`src/rtl/gic_pkg.sv`:
```
package gic_pkg;

    localparam int GIC_PHASES = 3;

    typedef enum logic [1:0] {
        LEG_OFF   = 2'b00,
        LEG_LOWER = 2'b01,
        LEG_UPPER = 2'b10
    } leg_e;

    typedef struct packed {
        logic [GIC_PHASES-1:0] hi;
        logic [GIC_PHASES-1:0] lo;
    } cmd_t;

    typedef struct packed {
        logic                  oc;
        logic                  main_uv;
        logic                  en;
        logic [GIC_PHASES-1:0] up_ok;
    } flags_t;

    localparam int CMD_W   = $bits(cmd_t);
    localparam int FLAGS_W = $bits(flags_t);

    // Safe synchronizer contents at reset: no fault, drive blocked, supplies good.
    localparam flags_t FLAGS_SAFE = '{oc: 1'b0, main_uv: 1'b0, en: 1'b0, up_ok: '1};

    function automatic int unsigned us_to_cycles(input int unsigned hz, input int unsigned us);
        int unsigned c;
        c = (hz / 1000) * us / 1000;
        return (c < 2) ? 2 : c;
    endfunction

    function automatic int unsigned ns_to_cycles(input int unsigned hz, input int unsigned ns);
        int unsigned c;
        c = (hz / 1000) * ns / 1000000;
        return (c < 1) ? 1 : c;
    endfunction

    function automatic leg_e leg_decode(input logic hi, input logic lo);
        case ({hi, lo})
            2'b10:   return LEG_UPPER;
            2'b01:   return LEG_LOWER;
            default: return LEG_OFF;
        endcase
    endfunction

endpackage

```
`src/rtl/gic_sync.sv`:
```
module gic_sync #(
    parameter int             W       = 1,
    parameter logic [W-1:0]   RST_VAL = '0
) (
    input  logic         clk,
    input  logic         rst,
    input  logic [W-1:0] d,
    output logic [W-1:0] q
);
    logic [W-1:0] stage1;

    always_ff @(posedge clk) begin
        if (rst) begin
            stage1 <= RST_VAL;
            q      <= RST_VAL;
        end else begin
            stage1 <= d;
            q      <= stage1;
        end
    end
endmodule

```
`src/rtl/gic_pulse_filter.sv`:
```
module gic_pulse_filter #(
    parameter int          W       = 6,
    parameter int unsigned MIN_CYC = 50
) (
    input  logic         clk,
    input  logic         rst,
    input  logic [W-1:0] raw,
    output logic [W-1:0] clean
);
    generate
        if (MIN_CYC <= 1) begin : g_bypass
            always_ff @(posedge clk) begin
                if (rst) clean <= '0;
                else     clean <= raw;
            end
        end else begin : g_count
            localparam int CW = $clog2(MIN_CYC);
            for (genvar i = 0; i < W; i++) begin : g_bit
                logic [CW-1:0] run;
                always_ff @(posedge clk) begin
                    if (rst) begin
                        run      <= '0;
                        clean[i] <= 1'b0;
                    end else if (raw[i] == clean[i]) begin
                        run <= '0;
                    end else if (run == CW'(MIN_CYC - 1)) begin
                        clean[i] <= raw[i];
                        run      <= '0;
                    end else begin
                        run <= run + 1'b1;
                    end
                end
            end
        end
    endgenerate
endmodule

```
`src/rtl/gic_fault_latch.sv`:
```
module gic_fault_latch #(
    parameter int unsigned HOLD_CYC = 450000
) (
    input  logic clk,
    input  logic rst,
    input  logic oc_s,
    output logic latched
);
    localparam int HW = $clog2(HOLD_CYC);

    logic [HW-1:0] hold_cnt;

    always_ff @(posedge clk) begin
        if (rst) begin
            latched  <= 1'b0;
            hold_cnt <= '0;
        end else if (oc_s) begin
            latched  <= 1'b1;
            hold_cnt <= '0;
        end else if (latched) begin
            if (hold_cnt == HW'(HOLD_CYC - 1)) begin
                latched  <= 1'b0;
                hold_cnt <= '0;
            end else begin
                hold_cnt <= hold_cnt + 1'b1;
            end
        end
    end
endmodule

```
`src/rtl/gic_phase_leg.sv`:
```
module gic_phase_leg
    import gic_pkg::*;
(
    input  logic clk,
    input  logic rst,
    input  logic hi_f,
    input  logic lo_f,
    input  logic up_ok_s,
    input  logic block_all,
    output logic gate_hi,
    output logic gate_lo
);
    leg_e want;
    logic armed;
    logic hi_prev;
    logic hi_rise;

    assign want    = leg_decode(hi_f, lo_f);
    assign hi_rise = hi_f & ~hi_prev;

    // Upper re-arm: cleared by supply loss, set again only by a fresh command edge.
    always_ff @(posedge clk) begin
        if (rst) begin
            armed   <= 1'b1;
            hi_prev <= 1'b0;
        end else begin
            hi_prev <= hi_f;
            if (!up_ok_s)     armed <= 1'b0;
            else if (hi_rise) armed <= 1'b1;
        end
    end

    always_ff @(posedge clk) begin
        if (rst) begin
            gate_hi <= 1'b0;
            gate_lo <= 1'b0;
        end else begin
            gate_hi <= !block_all && armed && up_ok_s && (want == LEG_UPPER);
            gate_lo <= !block_all && (want == LEG_LOWER);
        end
    end
endmodule

```
`src/rtl/gate_interlock_ctrl.sv`:
```
module gate_interlock_ctrl
    import gic_pkg::*;
#(
    parameter int unsigned CLK_HZ       = 50000000,
    parameter int unsigned HOLD_US      = 9000,
    parameter int unsigned MIN_PULSE_NS = 1000
) (
    input  logic                  clk,
    input  logic                  rst,
    input  logic [GIC_PHASES-1:0] hi_cmd,
    input  logic [GIC_PHASES-1:0] lo_cmd,
    input  logic                  oc_flag,
    input  logic                  main_uv,
    input  logic [GIC_PHASES-1:0] up_ok,
    input  logic                  drive_en,
    output logic [GIC_PHASES-1:0] gate_hi,
    output logic [GIC_PHASES-1:0] gate_lo,
    output logic                  fault_pd
);
    localparam int unsigned HOLD_CYC = us_to_cycles(CLK_HZ, HOLD_US);
    localparam int unsigned MIN_CYC  = ns_to_cycles(CLK_HZ, MIN_PULSE_NS);

    cmd_t   cmd_raw, cmd_s, cmd_f;
    flags_t flg_raw, flg_s;
    logic   oc_latched;
    logic   block_all;

    assign cmd_raw = '{hi: hi_cmd, lo: lo_cmd};
    assign flg_raw = '{oc: oc_flag, main_uv: main_uv, en: drive_en, up_ok: up_ok};

    gic_sync #(.W(CMD_W), .RST_VAL('0)) u_cmd_sync (
        .clk(clk), .rst(rst), .d(cmd_raw), .q(cmd_s)
    );

    gic_sync #(.W(FLAGS_W), .RST_VAL(FLAGS_SAFE)) u_flag_sync (
        .clk(clk), .rst(rst), .d(flg_raw), .q(flg_s)
    );

    gic_pulse_filter #(.W(CMD_W), .MIN_CYC(MIN_CYC)) u_filter (
        .clk(clk), .rst(rst), .raw(cmd_s), .clean(cmd_f)
    );

    gic_fault_latch #(.HOLD_CYC(HOLD_CYC)) u_fault (
        .clk(clk), .rst(rst), .oc_s(flg_s.oc), .latched(oc_latched)
    );

    assign block_all = flg_s.oc | oc_latched | flg_s.main_uv | ~flg_s.en;
    assign fault_pd  = oc_latched;

    generate
        for (genvar p = 0; p < GIC_PHASES; p++) begin : g_leg
            gic_phase_leg u_leg (
                .clk      (clk),
                .rst      (rst),
                .hi_f     (cmd_f.hi[p]),
                .lo_f     (cmd_f.lo[p]),
                .up_ok_s  (flg_s.up_ok[p]),
                .block_all(block_all),
                .gate_hi  (gate_hi[p]),
                .gate_lo  (gate_lo[p])
            );
        end
    endgenerate
endmodule

```
`config.mk`:
```
export PLATFORM = sky130hd
export DESIGN_NAME = gate_interlock_ctrl
export DESIGN_NICKNAME = d
export VERILOG_FILES = /design/src/rtl/gic_pkg.sv /design/src/rtl/gic_sync.sv /design/src/rtl/gic_pulse_filter.sv /design/src/rtl/gic_fault_latch.sv /design/src/rtl/gic_phase_leg.sv /design/src/rtl/gate_interlock_ctrl.sv
export SDC_FILE = /design/constraint.sdc
export NUM_CORES = 1
export LEC_CHECK = 0
export ABC_AREA = 1
export BUFFER_PORTS_ARGS = -buffer_cell sky130_fd_sc_hd__buf_4
export CORE_UTILIZATION = 65
export DETAILED_ROUTE_END_ITERATION = 10
export HOLD_SLACK_MARGIN = 0.06
export PLACE_DENSITY = 0.84
export SYNTH_ARGS = -nofsm -noshare
export SYNTH_HDL_FRONTEND = slang
export SYNTH_SLANG_ARGS = --single-unit
```
`constraint.sdc`:
```
create_clock -name clk -period 2.5 [get_ports clk]
set_clock_uncertainty 0.2 [all_clocks]
set_input_delay 0.5 -clock clk [delete_from_list [all_inputs] [get_ports clk]]
set_output_delay 0.5 -clock clk [all_outputs]
set_load 0.05 [all_outputs]
```
==> results.toml, run 1 <==
[sta]
slew_headroom = 0.647
setup_tns_ns = 0
hold_slack_ns = 0.122
hold_viol_final = 0
setup_viol = 0
rsz0062_at_grt = "no"
worstMarginPinSlew_ns = 0.529
final.period_utilization = 0.807
slew_viol_final = 0
fin_crit_ns = 2.02
maxClockFrequency_mhz = 496

[synthesis]
yosys.cell_types.count = 29
yosys-top-cells-area = "dfxtp_1 49%, nor2_1 8.7%, nand2_1 5.7%, inv_1 5.6%, nand3_1 4.5%"
synthFlopType = "dfxtp_1"
avgSynthCellArea_um2 = 8.02
yosys.area_share.xor_xnor = 0.0419
synth_most_common_cell = "dfxtp_1"
synth_compound_area_frac = 0.0473
synth_top_family_by_area = "simple AND/OR/NAND/NOR gates"
synth_top_area_cell = "dfxtp_1"
yosysTopAreaCellShare = 0.494
yosys-top-cells-count = "98 x dfxtp_1, 92 x nor2_1, 60 x nand2_1"
synth-simple-area-share = 0.295
syn_nets = 522
synth-seq-area-share = 0.494
muxShareOfSynthArea = 0
netlist_instances = 495
syn_area_um2 = 3970
yosys.area_share.adder = 0.0410
synth-edff-count = 0
ys_seq_elements = 98
synthArstFlopShare = 0
yosys_warnings = 0

[cts]
ctsRootBufferMaster = "clkbuf_8"
cts_buffers = 9
postCtsSetupRepairBufs = 0
postCtsHoldBufs = 0
cts_max_path_buffers = 2
clk_pin_slew_ns = 0.09
post_cts_resized = 0
clock-sinks = 98
insertion_delay_ns = 0.36
cts_tree = "built"
htree_levels = 3

[routing]
drtAntennaViolNets = 0
routedWlPerCell_um = 11.9
avgViaCountPerCell = 5.23
drc = 0
vias = 3108
drtPass1Iterations = 4
totalWireLength_um = 7060
drtIter0Drc = 148

[setup_path]
crit_arrival_ns = 1.32
path_buf_inv = 1
reg2reg_slack_ns = 0.67
critPathTopFamily = "flip-flops"
crit_path_end = "fault_pd"
crit_chain = "buf_4"
cp-end-kind = "primary output"
ff2ff_path_depth = 7
startpoint = "u_fault.latched"
cp.required_ns = 1.80
path_class = "register to primary output"
rr_startpoint = "u_fault.latched"
max_stage_delay_ns = 0.66
cp_num_cells = 1
crit_fanout = 15
r2r-end = "u_fault.hold_cnt[18]"
critPathSlowestCell = "dfxtp_1"
cp-start-kind = "register"

[placed_design]
gp_congestion = 0.911
place_area_um2 = 4140
dp_hpwl_um = 5070
port_buffers = 20
dpl.cell_count = 578

[die]
dieArea_um2 = 6420
num_rows = 28
initial_core_util = 0.670
core_um2 = 5920
ioPinCount = 21
die_y_um = 80.1
dieWidth_um = 80.1

[power]
power_density_nw_per_um2 = 643
power_leakage_nw = 1.70
power_w = 0.00281
max-vdd-ir-drop_mv = 0.598

[min_path]
worstHoldPathType = "input pin to register"

[status]
status = "finished clean"

[grt]
grt_pass1_vias = 2873
grt_pass1_wl_um = 11900
grt_usage = 0.240
overflow = 0
antenna_found_initial = 0
grt_max_degree = 34

[final_layout]
layout-drive-gt1-share = 0.123
synthToLayoutAreaGrowth_pct = 10.0
layout.cells.non_filler = 594
antenna_cells = 0
fin_nets = 541
postLayoutCellArea_um2 = 4360

[flow_run]
maxCapViolations = 0
-- kinds of logic (layout without fill, tap and decap cells) --
group,after synthesis,count (layout)
and+or+nand+nor,251,251
DFF,98,98
buffers and inverters,78,102
AOI/OAI and AO/OA,36,36
xor gates and xnor gates,19,19
adders and majority gates,13,13
-- per-stage QoR --
stage	worst slack [ns]	util
after global placement	0.719	0.699
after global routing	0.411	0.737
after floorplan	0.723	-
after CTS	0.490	0.737
final	0.483	0.737
after detailed placement	0.650	0.699
-- registers in the layout, summed over array words and instances, names as in the netlist, 6 cells and up --
name and flops:
u_fault.hold_cnt 19, u_flag_sync.stage1 6, u_filter.clean 6, u_flag_sync.q 6, u_cmd_sync.q 6, u_filter.g_count.g_bit.run 36, u_cmd_sync.stage1 6
-- routing by layer --
metal / part of all wire / up-vias / GRT usage
met5: 0 / - / 0
met4: 0.018 / 0 / 0.123
met3: 0.041 / 13 / 0.0489
met2: 0.47 / 62 / 0.393
met1: 0.47 / 1431 / 0.298
li1: - / 1602 / -
-- where the power goes --
group | internal [W] | total, W | switching (W)
logic | 0.0000328 | 0.0000808 | 0.0000479
clock network | 0.000576 | 0.00113 | 0.000549
registers | 0.00159 | 0.00160 | 0.0000158
-- how the worst min path moves through the flow --
stage                                     from                    end  slack (ns)  depth (start not counted)
after global placement    u_cmd_sync.stage1[3]        u_cmd_sync.q[3]        0.19                          2
after CTS                             up_ok[1]  u_flag_sync.stage1[1]        0.11                          2
after global routing                  up_ok[1]  u_flag_sync.stage1[1]        0.12                          2
after floorplan           u_cmd_sync.stage1[0]        u_cmd_sync.q[0]        0.19                          2
after detailed placement  u_cmd_sync.stage1[3]        u_cmd_sync.q[3]        0.19                          2
final                                 up_ok[0]  u_flag_sync.stage1[0]        0.12                          2
-- area by class of cell --
class                           count  area, um^2
Sequential cell                    98        1960
Multi-Input combinational cell    319        1690
Fill cell                         445        1560
Inverter                           66         248
Timing Repair Buffer               20         150
Clock buffer                       10         128
Clock inverter                      6        96.3
Tap cell                           75        93.8
-- cell usage in the layout, fill, tap and decap left out, types with 3 or more instances in the layout --
cell type	netlist	final
dfxtp_1	98	98
inv_1	59	59
xor2_1	14	14
nor3_1	13	13
and3_1	4	4
or2_2	7	7
clkbuf_8	0	9
a21oi_1	21	21
nor2_2	4	4
inv_2	7	7
o21ai_0	12	12
nor4_1	3	3
ha_1	13	13
xnor2_1	5	5
nand2_1	60	60
nand4_1	12	12
nor3b_1	9	9
nor2_4	3	3
nand3_1	36	36
nor2_1	92	92
buf_4	6	20
Note: power is estimated with default switching activity, not from simulation.
==> run 2: changes to the inputs <==
--- a/config.mk
+++ b/config.mk
@@ -7,10 +7,10 @@
 export LEC_CHECK = 0
 export ABC_AREA = 1
 export BUFFER_PORTS_ARGS = -buffer_cell sky130_fd_sc_hd__buf_4
-export CORE_UTILIZATION = 65
+export CORE_UTILIZATION = 60
 export DETAILED_ROUTE_END_ITERATION = 10
 export HOLD_SLACK_MARGIN = 0.06
-export PLACE_DENSITY = 0.84
+export PLACE_DENSITY = 0.78
 export SYNTH_ARGS = -nofsm -noshare
 export SYNTH_HDL_FRONTEND = slang
 export SYNTH_SLANG_ARGS = --single-unit
==> constraint.sdc (replaced) <==
create_clock -name clk -period 1.95 [get_ports clk]
set_clock_uncertainty 0.2 [all_clocks]
set_input_delay 0.39 -clock clk [delete_from_list [all_inputs] [get_ports clk]]
set_output_delay 0.39 -clock clk [all_outputs]
set_load 0.05 [all_outputs]
==> run 2 against run 1 <==
Register-to-register slack worse by 0.43 ns. Global-route usage is 3.2 points lower. Via count is 1.7% lower. Cell area is 3.1% higher. Critical endpoint unchanged.
==> results.toml, run 2 (same netlist as run 1, synthesis figures left out) <==
[final_layout]
postLayoutCellArea_um2 = 4500
antenna_cells = 0
final_cell_mix = "98 x dfxtp_1, 92 x nor2_1, 60 x nand2_1"
reg_top3 = "u_filter.g_count.g_bit.run (36), u_fault.hold_cnt (19)"
largest_register_ffs = 36
final-seq-area_um2 = 1960
synthToLayoutAreaGrowth_pct = 13.4
max_flop_register = "u_filter.g_count.g_bit.run"
n_fill_cell = 490
fin_nets = 556
final_common_cell = "dfxtp_1"
final_core_util = 0.709
multi_input_area_um2 = 1690
layout-drive-gt1-share = 0.126

[grt]
overflow = 0
grt_max_degree = 21
antenna_found_initial = 0
grt_pass1_wl_um = 11700
grt_pass1_vias = 2862
grt_usage = 0.208

[die]
ioPinCount = 21
core_um2 = 6350
initial_core_util = 0.625
die_y_um = 83.3
num_rows = 29
dieWidth_um = 83.3
dieArea_um2 = 6940

[routing]
drtIter0Drc = 97
routedWlPerCell_um = 11.0
drc = 0
vias = 3055
avgViaCountPerCell = 5.01
totalWireLength_um = 6690
drtAntennaViolNets = 0
drtPass1Iterations = 5

[setup_path]
cp.required_ns = 1.36
cp-end-kind = "primary output"
crit_arrival_ns = 1.17
crit_fanout = 13
path_class = "register to primary output"
cp-start-kind = "register"

[placed_design]
gp_congestion = 0.861
dp_hpwl_um = 4780
port_buffers = 20
pre_cts_ws_ns = 0.242
place_area_um2 = 4170

[sta]
final.period_utilization = 0.905
fin_ws_ns = 0.186
fin_crit_ns = 1.76
slew_headroom = 0.802
slew_viol_final = 0
setup_tns_ns = 0
rsz0062_at_grt = "no"
hold_viol_final = 0
maxClockFrequency_mhz = 567
setup_viol = 0
worstMarginPinSlew_ns = 0.297

[cts]
clock-sinks = 98
cts_tree = "built"
ctsRootBufferMaster = "clkbuf_8"
post_cts_resized = 0
insertion_delay_ns = 0.36
cts_buffers = 9
htree_levels = 3
clk_pin_slew_ns = 0.08
cts_max_path_buffers = 2

[min_path]
worstHoldPathType = "input pin to register"

[power]
power_density_nw_per_um2 = 797
power_leakage_nw = 1.77
max-vdd-ir-drop_mv = 0.515

[flow_run]
maxCapViolations = 0

[status]
status = "finished clean"
run 2: critical path, cell delays in order (launching register included):
cell and delay (ns):
dfxtp_1 0.37, buf_4 0.22, buf_4 0.23
run 2: stage by stage:
stage          total power, W  std cells  hold slack, ns
2_1_floorplan         0.00216        495           0.188
3_3_place_gp          0.00220        583           0.191
3_5_place_dp          0.00221        583           0.192
4_1_cts               0.00362        610          0.0849
5_1_grt               0.00372        610          0.0999
6_report              0.00359        610          0.0999
run 2: repair_timing:
| item | in CTS | in global routing |
|---|---|---|
| endpoints found under the setup margin | 0 | 0 |
| buffers inserted | 0 | 0 |
| hold endpoints to repair | 12 | 0 |
| hold buffers | 12 | 0 |
run 2: final timing paths:
kind / endpoint / start / depth (start not counted) / slack [ns]
max: fault_pd / u_fault.latched / 2 / 0.19
min: u_fault.latched / rst / 2 / 0.1
min reg2reg: u_cmd_sync.q[1] / u_cmd_sync.stage1[1] / 2 / 0.21
max reg2reg: u_fault.hold_cnt[14] / u_fault.hold_cnt[1] / 7 / 0.24
run 2: layout make-up:
type,instances,area share
timing repair buffer,35,0.0651
tap,77,0.0214
multi-input combinational,319,0.375
clock buffer,9,0.0275
clock inverter,6,0.0200
inverter,66,0.0551
sequential,98,0.436
run 2: power by group:
group | switching, W | internal, W
Sequential | 0.0000160 | 0.00203
Clock | 0.000680 | 0.000724
Combinational | 0.0000717 | 0.0000620
Total | 0.000768 | 0.00282
run 2: layer usage:
metal / vias up / part of all wire / global-route usage
met1: 1362 / 0.49 / 0.251
met5: - / 0 / 0
met2: 45 / 0.46 / 0.359
li1: 1636 / - / -
met4: 0 / 0.015 / 0.0784
met3: 12 / 0.033 / 0.0477
